File: src/rtl/phy_bridge_pkg.sv
package phy_bridge_pkg;

    localparam int ADDR_W    = 16;
    localparam int DATA_W    = 16;
    localparam int TRIG_BIT  = 15;
    localparam int SEL_LSB   = 9;
    localparam int SEL_W     = TRIG_BIT - SEL_LSB;
    localparam int PAGE_LSB  = 5;
    localparam int PAGE_W    = 3;
    localparam int REG_LSB   = 0;
    localparam int REG_W     = 5;
    localparam int NUM_W     = $clog2(SEL_W);

    localparam logic [ADDR_W-1:0] CTRL_ADDR = 16'h8028;
    localparam logic [ADDR_W-1:0] DATA_ADDR = 16'h8029;

    typedef enum logic {
        DIR_WRITE = 1'b0,
        DIR_READ  = 1'b1
    } dir_e;

    typedef enum logic [1:0] {
        HIT_NONE,
        HIT_CTRL,
        HIT_DATA,
        HIT_TRIG
    } hit_e;

    typedef struct packed {
        logic [NUM_W-1:0]  num;
        logic [PAGE_W-1:0] page;
        logic [REG_W-1:0]  regidx;
    } phy_target_t;

    typedef struct packed {
        dir_e              dir;
        phy_target_t       tgt;
        logic [DATA_W-1:0] wdata;
    } phy_cmd_t;

    function automatic logic sel_is_valid(input logic [SEL_W-1:0] sel, input int nphy);
        int ones;
        logic high;
        ones = 0;
        high = 1'b0;
        for (int i = 0; i < SEL_W; i++) begin
            if (sel[i]) begin
                ones++;
                if (i >= nphy) high = 1'b1;
            end
        end
        return (ones == 1) && !high;
    endfunction

    function automatic logic [NUM_W-1:0] sel_to_num(input logic [SEL_W-1:0] sel);
        logic [NUM_W-1:0] n;
        n = '0;
        for (int i = 0; i < SEL_W; i++) begin
            if (sel[i]) n = NUM_W'(i);
        end
        return n;
    endfunction

endpackage

File: src/rtl/phy_bus_decode.sv
module phy_bus_decode
    import phy_bridge_pkg::*;
#(
    parameter int NUM_PHY = 5
) (
    input  logic [ADDR_W-1:0] addr,
    output hit_e              hit,
    output phy_target_t       tgt,
    output logic              sel_ok
);

    logic [SEL_W-1:0] sel;

    assign sel = addr[SEL_LSB +: SEL_W];

    always_comb begin
        if (addr == CTRL_ADDR)      hit = HIT_CTRL;
        else if (addr == DATA_ADDR) hit = HIT_DATA;
        else if (addr[TRIG_BIT])    hit = HIT_TRIG;
        else                        hit = HIT_NONE;
    end

    always_comb begin
        tgt.num    = sel_to_num(sel);
        tgt.page   = addr[PAGE_LSB +: PAGE_W];
        tgt.regidx = addr[REG_LSB +: REG_W];
        sel_ok     = sel_is_valid(sel, NUM_PHY);
    end

endmodule

File: src/rtl/phy_dir_reg.sv
module phy_dir_reg
    import phy_bridge_pkg::*;
(
    input  logic clk,
    input  logic rst,
    input  logic wr_en,
    input  logic wbit,
    output dir_e dir
);

    dir_e dir_q;

    always_ff @(posedge clk) begin
        if (rst)        dir_q <= DIR_WRITE;
        else if (wr_en) dir_q <= dir_e'(wbit);
    end

    assign dir = dir_q;


    dir_load_chk: assert property (@(posedge clk) disable iff (rst)
        wr_en |=> (dir_q == dir_e'($past(wbit))));

endmodule

File: src/rtl/phy_xfer_ctrl.sv
module phy_xfer_ctrl
    import phy_bridge_pkg::*;
(
    input  logic              clk,
    input  logic              rst,
    input  logic              trig,
    input  logic              sel_ok,
    input  phy_target_t       tgt,
    input  dir_e              dir,
    input  logic [DATA_W-1:0] wdata,
    input  logic              phy_ack,
    input  logic [DATA_W-1:0] phy_rdata,
    output logic              pend,
    output phy_cmd_t          cmd,
    output logic [DATA_W-1:0] result,
    output logic              err
);

    logic     pend_q;
    phy_cmd_t cmd_q;
    logic [DATA_W-1:0] result_q;
    logic     err_q;
    logic     start;
    logic     bad;
    logic     done;

    assign start = trig && sel_ok && !pend_q;
    assign bad   = trig && !sel_ok;
    assign done  = pend_q && phy_ack;

    always_ff @(posedge clk) begin
        if (rst) begin
            pend_q   <= 1'b0;
            cmd_q    <= '0;
            result_q <= '0;
        end else if (start) begin
            pend_q      <= 1'b1;
            cmd_q.dir   <= dir;
            cmd_q.tgt   <= tgt;
            cmd_q.wdata <= (dir == DIR_WRITE) ? wdata : '0;
        end else if (done) begin
            pend_q <= 1'b0;
            if (cmd_q.dir == DIR_READ) result_q <= phy_rdata;
        end
    end

    always_ff @(posedge clk) begin
        if (rst)      err_q <= 1'b0;
        else if (bad) err_q <= 1'b1;
    end

    assign pend   = pend_q;
    assign cmd    = cmd_q;
    assign result = result_q;
    assign err    = err_q;


    cmd_hold_chk: assert property (@(posedge clk) disable iff (rst)
        (pend_q && !phy_ack) |=> (pend_q && $stable(cmd_q)));


    ack_release_chk: assert property (@(posedge clk) disable iff (rst)
        done |=> !pend_q);


    err_sticky_chk: assert property (@(posedge clk) disable iff (rst)
        err_q |=> err_q);


    bad_no_start_chk: assert property (@(posedge clk) disable iff (rst)
        (trig && !sel_ok && !pend_q) |=> (!pend_q && err_q));


    result_hold_chk: assert property (@(posedge clk) disable iff (rst)
        !(done && cmd_q.dir == DIR_READ) |=> $stable(result_q));


    read_capture_chk: assert property (@(posedge clk) disable iff (rst)
        (done && cmd_q.dir == DIR_READ) |=> (result_q == $past(phy_rdata)));

endmodule

File: src/rtl/phy_bridge_top.sv
module phy_bridge_top
    import phy_bridge_pkg::*;
#(
    parameter int NUM_PHY = 5
) (
    input  logic              clk,
    input  logic              rst,
    input  logic              bus_valid,
    input  logic              bus_write,
    input  logic [ADDR_W-1:0] bus_addr,
    input  logic [DATA_W-1:0] bus_wdata,
    output logic [DATA_W-1:0] bus_rdata,
    output logic              phy_req,
    output logic              phy_we,
    output logic [NUM_W-1:0]  phy_num,
    output logic [PAGE_W-1:0] phy_page,
    output logic [REG_W-1:0]  phy_regidx,
    output logic [DATA_W-1:0] phy_wdata,
    input  logic              phy_ack,
    input  logic [DATA_W-1:0] phy_rdata,
    output logic              busy,
    output logic              sel_err
);

    hit_e        hit;
    phy_target_t tgt;
    logic        sel_ok;
    dir_e        dir;
    logic        bus_wr;
    logic        pend;
    phy_cmd_t    cmd;
    logic [DATA_W-1:0] result;
    logic        err;

    assign bus_wr = bus_valid && bus_write;

    phy_bus_decode #(.NUM_PHY(NUM_PHY)) u_decode (
        .addr   (bus_addr),
        .hit    (hit),
        .tgt    (tgt),
        .sel_ok (sel_ok)
    );

    phy_dir_reg u_dir (
        .clk   (clk),
        .rst   (rst),
        .wr_en (bus_wr && hit == HIT_CTRL),
        .wbit  (bus_wdata[0]),
        .dir   (dir)
    );

    phy_xfer_ctrl u_xfer (
        .clk       (clk),
        .rst       (rst),
        .trig      (bus_wr && hit == HIT_TRIG),
        .sel_ok    (sel_ok),
        .tgt       (tgt),
        .dir       (dir),
        .wdata     (bus_wdata),
        .phy_ack   (phy_ack),
        .phy_rdata (phy_rdata),
        .pend      (pend),
        .cmd       (cmd),
        .result    (result),
        .err       (err)
    );

    always_comb begin
        case (hit)
            HIT_CTRL: bus_rdata = {{(DATA_W-1){1'b0}}, dir};
            HIT_DATA: bus_rdata = result;
            default:  bus_rdata = '0;
        endcase
    end

    assign phy_req    = pend;
    assign busy       = pend;
    assign phy_we     = (cmd.dir == DIR_WRITE);
    assign phy_num    = cmd.tgt.num;
    assign phy_page   = cmd.tgt.page;
    assign phy_regidx = cmd.tgt.regidx;
    assign phy_wdata  = cmd.wdata;
    assign sel_err    = err;


    read_zero_wdata_chk: assert property (@(posedge clk) disable iff (rst)
        (phy_req && !phy_we) |-> (phy_wdata == '0));


    busy_trig_no_err_chk: assert property (@(posedge clk) disable iff (rst)
        (busy && !phy_ack && bus_wr && hit == HIT_TRIG && sel_ok && !sel_err)
            |=> (!sel_err && $stable(phy_num) && $stable(phy_regidx)));

endmodule

File: config.mk
export PLATFORM = sky130hd
export DESIGN_NAME = phy_bridge_top
export DESIGN_NICKNAME = d
export VERILOG_FILES = /design/src/rtl/phy_bridge_pkg.sv /design/src/rtl/phy_bus_decode.sv /design/src/rtl/phy_dir_reg.sv /design/src/rtl/phy_xfer_ctrl.sv /design/src/rtl/phy_bridge_top.sv
export SDC_FILE = /design/constraint.sdc
export NUM_CORES = 1
export LEC_CHECK = 0
export BUFFER_PORTS_ARGS = -buffer_cell sky130_fd_sc_hd__buf_4
export CAP_MARGIN = 20
export CELL_PAD_IN_SITES_DETAIL_PLACEMENT = 1
export CELL_PAD_IN_SITES_GLOBAL_PLACEMENT = 1
export CORE_MARGIN = 3
export CORE_UTILIZATION = 37
export CTS_CLUSTER_SIZE = 8
export DETAILED_ROUTE_END_ITERATION = 12
export PLACE_DENSITY = 0.94
export SETUP_SLACK_MARGIN = 0.02
export SLEW_MARGIN = 15
export SYNTH_ARGS = -nofsm -noshare
export SYNTH_HDL_FRONTEND = slang
export SYNTH_SLANG_ARGS = --single-unit
export TNS_END_PERCENT = 5
File: constraint.sdc
create_clock -name clk -period 7.9 [get_ports clk]
set_clock_uncertainty 0.15 [all_clocks]
set_input_delay 1.185 -clock clk [delete_from_list [all_inputs] [get_ports clk]]
set_output_delay 1.185 -clock clk [all_outputs]
set_load 0.05 [all_outputs]
==> impl_metrics.yaml <==
outcome:
  status: "finished clean"
clocking:
  htree_num_levels: 2
  root_buffer: "clkbuf_8"
  cts_hold_buf: 0
  cts_resized: 0
  cts.sinks: 47
  clk_latency_ps: 300
  clk_path_buf_depth: 2
  post_cts_buffers: 0
  cts_tree: "built"
  clkSlewWorstSetupHoldPaths_ps: 90
  numCtsBuffers: 5
yosys:
  yosysMostFrequentCell: "nand2_1"
  syn_avg_cell_area_um2: 8.272
  yosysWarnings: 0
  yosys-top-cells-count: "nand2_1, dfxtp_1, a21oi_1"
  synthFlopType: "dfxtp_1"
  synth_seq_area_share: 0.3717
  netlist.area_leader.share: 0.3717
  synthDistinctLibCells: 40
  synth-edff-count: 0
  synth_cells: 306
  ys_ff_latch: 47
  syn-num-nets: 364
  synthesis.area_um2: 2531
  synth_area_leader_cell: "dfxtp_1"
  async_flop_share: 0
  synth_area_leaders: "dfxtp_1, buf_4, nand2_1"
finish:
  final_cells: 445
  nets: 425
  num_antenna_cells: 0
  drive_gt1_frac: 0.3125
  area_growth_pct: 25.75
  fin_util: 0.4901
floorplanning:
  io_pins: 100
  die_area_um2: 7869
  coreArea_um2: 6495
  initial_core_util: 0.3897
  rows: 29
  die_x_um: 88.71
  die_y_um: 88.71
route:
  drtPass1Iterations: 4
  detail-route-antenna-nets: 0
  wirelength_mm: 6.998
  via_per_inst: 5.169
  dr_total_vias: 2300
  drt_iter0_markers: 43
  wl_per_cell_um: 15.73
  post-route-drc-count: 0
setup_path:
  crit_family: "adder cells"
  critPathArrivalTime_ps: 4750
  cp_max_fo: 19
  worstSetupPathType: "input port to flop"
  regToRegSetupSlack_ps: 6060
  slowest_delay_ps: 430
  end_kind: "flop"
  crit_slowest_cell: "nor2_8"
  crit_chain: "buf_4 -> inv_1 -> ha_1 -> xor2_2 -> ha_1 -> nand2_1 -> o31ai_1 -> ha_1 -> nor2_1 -> nor2_1 -> ha_1 -> nand2_1 -> mux2_2 -> o311ai_4 -> nand4b_4 -> nor2_8 -> mux2i_1"
  cp_num_buf_inv: 2
  crit_path_frequent_cell: "ha_1"
  cp.required_ps: 7980
  startpoint_type: "input port"
grt:
  antenna_found_initial: 0
  grt_pass1_wl_mm: 10.78
  grt_max_degree: 50
  grt_use_total: 0.1744
  first_global_vias: 2342
  overflow: 0
min_path:
  min_path_type: "flop to flop"
sta:
  maxSlewHeadroom: 0.3191
  finalHoldViolCount: 0
  fin_crit_sh: 0.5915
  setup_violations: 0
  whs_ps: 307.0
  fin_tns_setup_ps: 0
  maxSlewViolCount: 0
  worst_pin_slew_ps: 1018
  period_minus_slack_ps: 4673
  timing.fmax_ghz: 0.2140
  rsz0062_at_grt: "no"
  setup_ws_ps: 3227
power_and_ir_drop:
  p_leak_nw: 1.398
  power_density_nw_per_um2: 152.9
  ir_drop_uv: 69.82
place:
  gp_congestion: 0.7486
  port_buffers: 99
  place_ws_ps: 2901
  dp_cells: 437
  hpwlAfterDp_mm: 5.291
job:
  maxCapViolations: 0
## tightest hold or removal path, delay by kind of cell, from the launching register on
| family | cells | cell delay [ps] |
|---|---|---|
| AOI/OAI and AO/OA | 1 | 50 |
| DFF | 1 | 310 |
| and+or+nand+nor | 1 | 50 |
## sequential cells by signal, summed over array words and instances, names as in the netlist
register	flops
u_xfer.cmd	28
u_xfer.err	1
u_dir.dir	1
u_xfer.pend	1
u_xfer.result	16
## routing by layer
metal | global-route usage | wire, um | vias up
met5 | 0 | 0 | -
met4 | 0.06319 | 97 | 0
met3 | 0.04655 | 458 | 10
met2 | 0.3070 | 3542 | 72
met1 | 0.2020 | 2899 | 1098
li1 | - | - | 1120
## power breakdown
part,internal [mW],switching [mW],leakage [nW],total [mW]
sequential,0.239,0.00132,0.379,0.240
combinational,0.0381,0.0482,0.968,0.0863
clock,0.0800,0.0805,0.0515,0.161
## final timing paths
path / startpoint / endpoint / cells past startpoint
setup / recovery: bus_addr[9] / u_xfer.cmd[12]$_SDFFE_PP0P_ / 17
hold reg to reg: u_xfer.result[4]$_SDFFE_PP0P_ / u_xfer.result[4]$_SDFFE_PP0P_ / 2
hold / removal: u_xfer.result[4]$_SDFFE_PP0P_ / u_xfer.result[4]$_SDFFE_PP0P_ / 2
setup reg to reg: u_xfer.pend$_SDFFE_PP0P_ / u_xfer.cmd[12]$_SDFFE_PP0P_ / 3
## placed cells by master, fill, tap and decap left out, types with 5 or more instances in the layout
| cell | instances |
|---|---|
| buf_4 | 101 |
| nand2_1 | 53 |
| dfxtp_1 | 47 |
| a21oi_1 | 31 |
| mux2i_1 | 18 |
| nand2b_1 | 17 |
| nand3_1 | 16 |
| and3_1 | 16 |
| nor2_1 | 12 |
| o21ai_0 | 9 |
| clkbuf_8 | 7 |
| inv_1 | 6 |
| ha_1 | 5 |
## logic make-up after synthesis
family                     synth area share
DFF                                  0.3717
xor gates and xnor gates            0.01978
muxes                               0.07563
adders and majority gates           0.02472
and+or+nand+nor                      0.2664
buffers and inverters                0.1310
AOI/OAI and AO/OA                    0.1107
## per-stage QoR
stage	instance area, um2	total power, mW
after floorplan	2531	0.3004
after global placement	3083	0.3285
after detailed placement	3083	0.3318
after CTS	3183	0.4907
after global routing	3183	0.5071
final	3183	0.4868
## area by class of cell
cell class	count	area (um2)
Tap cell	77	96.34
Fill cell	781	3312
Clock buffer	8	100.1
Sequential cell	47	940.9
Timing Repair Buffer	101	758.2
Inverter	6	22.52
Multi-Input combinational cell	206	1265
Note: power is estimated with default switching activity, not from simulation.
